<file path="src/rtl/uart_rx_fifo_pkg.sv">
package uart_rx_fifo_pkg;
    localparam int DATA_W  = 8;
    localparam int WORD_W  = 12;
    localparam int FE_BIT  = 8;
    localparam int PE_BIT  = 9;
    localparam int BRK_BIT = 10;
    localparam int OVR_BIT = 11;
    localparam int STAT_W  = OVR_BIT - FE_BIT + 1;

    typedef logic [WORD_W-1:0] word_t;
endpackage

</file>
<file path="src/rtl/uart_rx_fifo_src.sv">
module uart_rx_fifo_src
    import uart_rx_fifo_pkg::*;
(
    input  logic              lb_en,
    input  logic              tx_valid,
    input  logic [DATA_W-1:0] tx_data,
    input  logic              rx_valid,
    input  logic [DATA_W-1:0] rx_data,
    input  logic [1:0]        rx_err,
    input  logic              rx_brk,
    output logic              push_req,
    output word_t             push_word
);
    always_comb begin
        push_req  = 1'b0;
        push_word = '0;
        if (lb_en) begin
            push_req  = tx_valid;
            push_word = {{(WORD_W-DATA_W){1'b0}}, tx_data};
        end else if (rx_brk) begin
            push_req           = 1'b1;
            push_word          = '0;
            push_word[BRK_BIT] = 1'b1;
        end else begin
            push_req           = rx_valid;
            push_word          = {{(WORD_W-DATA_W){1'b0}}, rx_data};
            push_word[FE_BIT]  = rx_err[0];
            push_word[PE_BIT]  = rx_err[1];
        end
    end
endmodule

</file>
<file path="src/rtl/uart_rx_fifo_store.sv">
module uart_rx_fifo_store
    import uart_rx_fifo_pkg::*;
#(
    parameter int DEPTH = 16,
    localparam int AW   = $clog2(DEPTH)
) (
    input  logic          clk,
    input  logic          wr_en,
    input  logic [AW-1:0] wr_addr,
    input  word_t         wr_word,
    input  logic          mark_en,
    input  logic [AW-1:0] mark_addr,
    input  logic [AW-1:0] rd_addr,
    output word_t         rd_word
);
    word_t mem_q [DEPTH];

    always_ff @(posedge clk) begin
        if (wr_en) begin
            mem_q[wr_addr] <= wr_word;
        end else if (mark_en) begin
            mem_q[mark_addr][OVR_BIT] <= 1'b1;
        end
    end

    assign rd_word = mem_q[rd_addr];
endmodule

</file>
<file path="src/rtl/uart_rx_fifo_ctrl.sv">
module uart_rx_fifo_ctrl
    import uart_rx_fifo_pkg::*;
#(
    parameter int DEPTH = 16,
    parameter int TRIG  = 1,
    localparam int AW   = $clog2(DEPTH),
    localparam int CW   = AW + 1
) (
    input  logic              clk,
    input  logic              rst_n,
    input  logic              fen_wr,
    input  logic              fen_val,
    input  logic              push_req,
    input  word_t             push_word,
    input  logic              rd_en,
    input  word_t             head_word,
    input  logic              stat_clr,
    input  logic              irq_clr,
    output logic              wr_en,
    output logic [AW-1:0]     wr_addr,
    output word_t             wr_word,
    output logic              mark_en,
    output logic [AW-1:0]     mark_addr,
    output logic [AW-1:0]     rd_addr,
    output logic [CW-1:0]     cnt,
    output logic              fen,
    output logic              flush,
    output logic              ready,
    output logic              empty,
    output logic              full,
    output logic              irq,
    output logic [STAT_W-1:0] stat
);
    localparam logic [CW-1:0] DEPTH_C = CW'(DEPTH);
    localparam logic [CW-1:0] TRIG_C  = CW'(TRIG);
    localparam logic [CW:0]   TRIG_X  = (CW+1)'(TRIG);

    typedef struct packed {
        logic [AW-1:0]     rptr;
        logic [CW-1:0]     cnt;
        logic              empty;
        logic              full;
        logic              irq;
        logic              fen;
        logic [STAT_W-1:0] stat;
    } state_t;

    state_t st_d, st_q;
    logic [CW-1:0] depth_cur;
    logic [AW-1:0] mask;

    assign depth_cur = st_q.fen ? DEPTH_C : CW'(1);
    assign mask      = AW'(depth_cur - 1'b1);

    always_comb begin
        st_d      = st_q;
        wr_en     = 1'b0;
        wr_addr   = '0;
        mark_en   = 1'b0;
        mark_addr = '0;
        flush     = 1'b0;
        if (stat_clr) st_d.stat = '0;
        if (irq_clr)  st_d.irq  = 1'b0;
        if (fen_wr && (fen_val != st_q.fen)) begin
            flush     = 1'b1;
            st_d.fen  = fen_val;
            st_d.rptr = '0;
            st_d.cnt  = '0;
        end else begin
            if (rd_en) begin
                if (st_q.cnt != '0) begin
                    st_d.stat = head_word[OVR_BIT:FE_BIT];
                    st_d.cnt  = st_q.cnt - 1'b1;
                    st_d.rptr = (st_q.rptr + 1'b1) & mask;
                end
                if (({1'b0, st_d.cnt} + 1'b1) == TRIG_X) st_d.irq = 1'b0;
            end
            if (push_req) begin
                if (st_d.cnt < depth_cur) begin
                    wr_en    = 1'b1;
                    wr_addr  = (st_d.rptr + st_d.cnt[AW-1:0]) & mask;
                    st_d.cnt = st_d.cnt + 1'b1;
                    if (st_d.cnt == TRIG_C) st_d.irq = 1'b1;
                end else begin
                    mark_en   = 1'b1;
                    mark_addr = (st_d.rptr + st_d.cnt[AW-1:0] - 1'b1) & mask;
                end
            end
        end
        st_d.empty = (st_d.cnt == '0);
        st_d.full  = (st_d.cnt == depth_cur);
    end

    always_ff @(posedge clk) begin
        if (!rst_n) begin
            st_q       <= '0;
            st_q.empty <= 1'b1;
        end else begin
            st_q <= st_d;
        end
    end

    assign wr_word = push_word;
    assign rd_addr = st_q.rptr;
    assign cnt     = st_q.cnt;
    assign fen     = st_q.fen;
    assign ready   = st_q.cnt < depth_cur;
    assign empty   = st_q.empty;
    assign full    = st_q.full;
    assign irq     = st_q.irq;
    assign stat    = st_q.stat;
endmodule

</file>
<file path="src/rtl/uart_rx_fifo.sv">
module uart_rx_fifo
    import uart_rx_fifo_pkg::*;
#(
    parameter int DEPTH = 16,
    parameter int TRIG  = 1,
    localparam int AW   = $clog2(DEPTH),
    localparam int CW   = AW + 1
) (
    input  logic              clk,
    input  logic              rst_n,
    input  logic              rx_valid,
    input  logic [DATA_W-1:0] rx_data,
    input  logic [1:0]        rx_err,
    input  logic              rx_brk,
    input  logic              lb_en,
    input  logic              tx_valid,
    input  logic [DATA_W-1:0] tx_data,
    output logic              rx_ready,
    input  logic              cfg_wr,
    input  logic              cfg_fifo_en,
    input  logic              rd_en,
    output logic [WORD_W-1:0] rd_data,
    input  logic              stat_clr,
    output logic [STAT_W-1:0] rx_stat,
    input  logic              irq_clr,
    output logic              rx_irq,
    output logic              rx_empty,
    output logic              rx_full,
    output logic              tx_flush
);
    logic          src_req;
    word_t         src_word;
    logic          wr_en, mark_en;
    logic [AW-1:0] wr_addr, mark_addr, rd_addr;
    word_t         wr_word, head_word;
    logic [CW-1:0] ctl_cnt;
    logic          ctl_fen;

    uart_rx_fifo_src u_src (
        .lb_en(lb_en), .tx_valid(tx_valid), .tx_data(tx_data),
        .rx_valid(rx_valid), .rx_data(rx_data), .rx_err(rx_err), .rx_brk(rx_brk),
        .push_req(src_req), .push_word(src_word)
    );

    uart_rx_fifo_ctrl #(.DEPTH(DEPTH), .TRIG(TRIG)) u_ctrl (
        .clk(clk), .rst_n(rst_n),
        .fen_wr(cfg_wr), .fen_val(cfg_fifo_en),
        .push_req(src_req), .push_word(src_word),
        .rd_en(rd_en), .head_word(head_word),
        .stat_clr(stat_clr), .irq_clr(irq_clr),
        .wr_en(wr_en), .wr_addr(wr_addr), .wr_word(wr_word),
        .mark_en(mark_en), .mark_addr(mark_addr), .rd_addr(rd_addr),
        .cnt(ctl_cnt), .fen(ctl_fen), .flush(tx_flush), .ready(rx_ready),
        .empty(rx_empty), .full(rx_full), .irq(rx_irq), .stat(rx_stat)
    );

    uart_rx_fifo_store #(.DEPTH(DEPTH)) u_store (
        .clk(clk),
        .wr_en(wr_en), .wr_addr(wr_addr), .wr_word(wr_word),
        .mark_en(mark_en), .mark_addr(mark_addr),
        .rd_addr(rd_addr), .rd_word(head_word)
    );

    assign rd_data = head_word;
endmodule

</file>
<file path="config.mk">
export PLATFORM = sky130hd
export DESIGN_NAME = uart_rx_fifo
export DESIGN_NICKNAME = d
export VERILOG_FILES = /design/src/rtl/uart_rx_fifo_pkg.sv /design/src/rtl/uart_rx_fifo_src.sv /design/src/rtl/uart_rx_fifo_store.sv /design/src/rtl/uart_rx_fifo_ctrl.sv /design/src/rtl/uart_rx_fifo.sv
export SDC_FILE = /design/constraint.sdc
export NUM_CORES = 1
export LEC_CHECK = 0
export ABC_AREA = 1
export BUFFER_PORTS_ARGS = -buffer_cell sky130_fd_sc_hd__buf_2
export CORE_MARGIN = 2
export CORE_UTILIZATION = 45
export CTS_CLUSTER_SIZE = 12
export DETAILED_ROUTE_END_ITERATION = 8
export PLACE_DENSITY_LB_ADDON = 0.05
export SYNTH_ARGS = -nofsm -noshare
export SYNTH_HDL_FRONTEND = slang
export SYNTH_SLANG_ARGS = --single-unit
</file>
<file path="constraint.sdc">
create_clock -name clk -period 4.95 [get_ports clk]
set_input_delay 1.2375 -clock clk [delete_from_list [all_inputs] [get_ports clk]]
set_output_delay 1.2375 -clock clk [all_outputs]
set_load 0.01 [all_outputs]
</file>
==> qor.tcl <==
set qor(final_net_count) 950
set qor(timing.setup.tns_ns) 0
set qor(post-dp-hpwl_mm) 17.0
set qor(final_period_minus_worst_setup_slack_ns) 4.34
set qor(drive_above_1_share_pct) 19.7
set qor(postSynthNetCount) 885
set qor(cts_tree) {done}
set qor(track_usage_pct) 24.1
set qor(critical-path-max-stage-delay_ns) 0.68
set qor(dp_cells) 1157
set qor(count_of_yosys_warnings_during_synthesis) 0
set qor(critical_path.startpoint_type) {flop}
set qor(pin_count_of_the_biggest_net_entering_global_routing) 83
set qor(crit_chain) {buf_4 > buf_4 > o21ai_0 > o221ai_1 > nand3_1 > nand2_1 > buf_2}
set qor(maximum_number_of_buffers_from_clock_root_to_sink) 3
set qor(clock-sinks) 209
set qor(setup_violations) 0
set qor(seqPwrFrac_pct) 39.7
set qor(power.share.switching_pct) 37.4
set qor(grt_first_pass_wirelength_mm) 39.7
set qor(end_kind) {primary output}
set qor(worst_setup_hold_path_clk_slew_ns) 0.06
set qor(holdCritPathClass) {flop to flop}
set qor(detail_route.first_pass.iterations) 8
set qor(placement_rows) 52
set qor(timing_hold_violations_final) 0
set qor(ctsRootBufferMaster) {sky130_fd_sc_hd__clkbuf_16}
set qor(final_max_slew_viol_count) 0
set qor(cp_data_arrival_time_ns) 3.11
set qor(layout_worst_path_cycle_share_pct) 87.7
set qor(routed_wl_mm) 26.1
set qor(fin_skew_ns) 0.0138
set qor(htree_num_levels) 1
set qor(tightestPinTransition_ns) 0.989
set qor(final-instance-count-excl-fill) 1192
set qor(antenna_found_initial) 1
set qor(area_overhead_of_the_layout_relative_to_synthesis_pct) 14.2
set qor(post-cts-setup-buffer-count) 0
set qor(ys_types) 42
set qor(synth-seq-area-share_pct) 64.7
set qor(diode_count) 0
set qor(mostFrequentLayoutCell) {sky130_fd_sc_hd__edfxtp_1}
set qor(p_leak_nw) 3.93
set qor(post-route-worst-setup-slack_ns) 0.607
set qor(grt_pass1_vias) 6613
set qor(route.detailed.wl_per_inst_um) 21.9
set qor(intPower_mw) 3.62
set qor(globalplace.congestion) 0.866
set qor(dr.first_iter.drc_count) 637
set qor(drcViolationCount) 0
set qor(combinationalPowerShare_pct) 34.5
set qor(rsz0062_at_grt) {false}
set qor(placeableCoreArea_um2) 20400
set qor(insertion_delay_ns) 0.51
set qor(cts_hold_repair.buffers) 0
set qor(power.density_cell_area_nw_per_um2) 536
set qor(design.portCount) 50
set qor(mapped_avg_cell_area_um2) 11.1
set qor(cts-resized-gates) 0
set qor(chipWidth_um) 149
set qor(achievable-frequency_mhz) 230
set qor(clkPwrFrac_pct) 25.8
set qor(port_buffers) 49
set qor(worst-endpoint-required_ns) 3.71
set qor(power.switching_mw) 2.16
set qor(cts-buffers-inserted) 23
set qor(route.vias.total) 6837
set qor(path_class) {flop to primary output}
set qor(peakVddDrop_mv) 0.296
set qor(layout_common_cells) {sky130_fd_sc_hd__edfxtp_1, sky130_fd_sc_hd__nor2_1, sky130_fd_sc_hd__o21ai_0}
set qor(netlist_instances) 847
set qor(cap_viol_max_count) 0
set qor(height_of_the_die_um) 149
set qor(via_per_inst) 5.74
set qor(cp_slowest_cell) {sky130_fd_sc_hd__dfxtp_2}
set qor(critical_path.most_common_cell) {sky130_fd_sc_hd__buf_4}
set qor(run_status) {completed}
set qor(synth.ff_latch_count) 209
set qor(netlist_area_um2) 9440
set qor(floorplan.die_area_um2) 22200
set qor(initial_utilization_pct) 46.2
set qor(grt.overflow.total) 0
set qor(drtAntennaViolNets) 0
set qor(pre_cts_ws_ns) 0.801
set qor(worst-path-max-fanout) 49
set qor(max_slew_headroom_pct) 34.0
[critical path, delay by kind of cell, from the launching register on]
kind | cells | cell delay, ns
simple gates | 2 | 0.27
buf+inv | 3 | 1.11
compound gates | 2 | 0.53
flops | 1 | 0.68
[synthesized netlist by cell type]
cell / n / share of area [%]
sky130_fd_sc_hd__a211oi_1: 1 / 0.080
sky130_fd_sc_hd__a21oi_1: 9 / 0.48
sky130_fd_sc_hd__a21oi_2: 2 / 0.19
sky130_fd_sc_hd__a22oi_1: 8 / 0.64
sky130_fd_sc_hd__buf_1: 1 / 0.040
sky130_fd_sc_hd__buf_2: 2 / 0.11
sky130_fd_sc_hd__buf_4: 2 / 0.16
sky130_fd_sc_hd__clkbuf_1: 39 / 1.6
sky130_fd_sc_hd__clkinv_1: 2 / 0.080
sky130_fd_sc_hd__clkinv_2: 1 / 0.053
sky130_fd_sc_hd__dfxtp_1: 17 / 3.6
sky130_fd_sc_hd__edfxtp_1: 192 / 61
sky130_fd_sc_hd__ha_1: 9 / 1.2
sky130_fd_sc_hd__inv_1: 45 / 1.8
sky130_fd_sc_hd__inv_2: 4 / 0.16
sky130_fd_sc_hd__inv_4: 1 / 0.066
sky130_fd_sc_hd__nand2_1: 88 / 3.5
sky130_fd_sc_hd__nand2_2: 10 / 0.66
sky130_fd_sc_hd__nand2_4: 7 / 0.83
sky130_fd_sc_hd__nand2_8: 2 / 0.42
sky130_fd_sc_hd__nand3_1: 39 / 2.1
sky130_fd_sc_hd__nand3_2: 4 / 0.42
sky130_fd_sc_hd__nand3_4: 5 / 0.93
sky130_fd_sc_hd__nand3b_1: 1 / 0.080
sky130_fd_sc_hd__nand4_1: 5 / 0.33
sky130_fd_sc_hd__nand4_2: 1 / 0.13
sky130_fd_sc_hd__nor2_1: 158 / 6.3
sky130_fd_sc_hd__nor2_2: 7 / 0.46
sky130_fd_sc_hd__nor3_1: 1 / 0.053
sky130_fd_sc_hd__nor3_2: 12 / 1.3
sky130_fd_sc_hd__o211ai_1: 10 / 0.79
sky130_fd_sc_hd__o21a_1: 1 / 0.080
sky130_fd_sc_hd__o21ai_0: 104 / 5.5
sky130_fd_sc_hd__o21ai_1: 1 / 0.053
sky130_fd_sc_hd__o21ai_4: 1 / 0.17
sky130_fd_sc_hd__o21bai_2: 1 / 0.12
sky130_fd_sc_hd__o221ai_1: 34 / 3.2
sky130_fd_sc_hd__o22ai_1: 15 / 0.99
sky130_fd_sc_hd__o311ai_0: 1 / 0.093
sky130_fd_sc_hd__or2_2: 1 / 0.066
sky130_fd_sc_hd__xnor2_1: 1 / 0.093
sky130_fd_sc_hd__xor2_1: 2 / 0.19
[path summary, 6_finish.rpt]
path                                start                        endpoint  slack, ns  cells after the start
max          u_ctrl.rd_addr[0]$_SDFF_PP0_                      rd_data[8]       0.61                      7
min             u_ctrl.stat[1]$_SDFF_PN0_       u_ctrl.stat[1]$_SDFF_PN0_       0.49                      2
max reg2reg       u_ctrl.fen$_SDFFE_PN0P_  u_store.mem_q[11][7]$_DFFE_PP_       1.29                     13
min reg2reg     u_ctrl.stat[1]$_SDFF_PN0_       u_ctrl.stat[1]$_SDFF_PN0_       0.49                      2
[power by group through the flow]
stage / registers (mW) / logic, mW / clock network [mW]
global placement: 2.33 / 1.97 / 0
CTS: 2.29 / 1.99 / 1.52
global route: 2.31 / 2.19 / 1.59
finish: 2.29 / 2.00 / 1.49
detailed placement: 2.33 / 1.98 / 0
floorplan: 2.31 / 1.31 / 0
[sequential cells by signal (all words and copies together), names as in the netlist]
name / flops
u_ctrl.rd_addr: 4
u_ctrl.empty: 1
u_ctrl.stat: 4
u_ctrl.fen: 1
u_ctrl.full: 1
u_store.mem_q: 192
u_ctrl.irq: 1
u_ctrl.cnt: 5
[metrics by stage]
step / area, um2 / utilization, % / hold slack [ns] / total power, mW
2_1_floorplan: 9440 / - / 0.506 / 3.62
3_3_place_gp: 10100 / 49.7 / 0.475 / 4.30
3_5_place_dp: 10100 / 49.7 / 0.485 / 4.31
4_1_cts: 10800 / 52.8 / 0.491 / 5.81
5_1_grt: 10800 / 52.8 / 0.519 / 6.10
6_report: 10800 / 52.8 / 0.488 / 5.78
[cell families after synthesis]
group | share of synthesized area, %
and+or+nand+nor | 17.5
DFF | 64.7
AOI/OAI and AO/OA | 12.3
buffers and inverters | 4.00
adders and majority gates | 1.19
xor gates and xnor gates | 0.278
[metal layers]
layer | vias to the layer above | share of wire, % | GRT usage [%]
met4 | 0 | 3.1 | 7.67
li1 | 3176 | - | -
met5 | - | 0 | 0
met2 | 251 | 46 | 38.0
met3 | 48 | 7.0 | 3.88
met1 | 3362 | 44 | 34.5
[cell type report]
cell class                      instances  area [um2]
Fill cell                            1819        9650
Tap cell                              270         338
Inverter                               53         203
Clock buffer                           27         591
Clock inverter                          8        43.8
Timing Repair Buffer                   84         520
Sequential cell                       209        6110
Multi-Input combinational cell        541        2980
No activity file was read; power rests on OpenSTA's default activity.
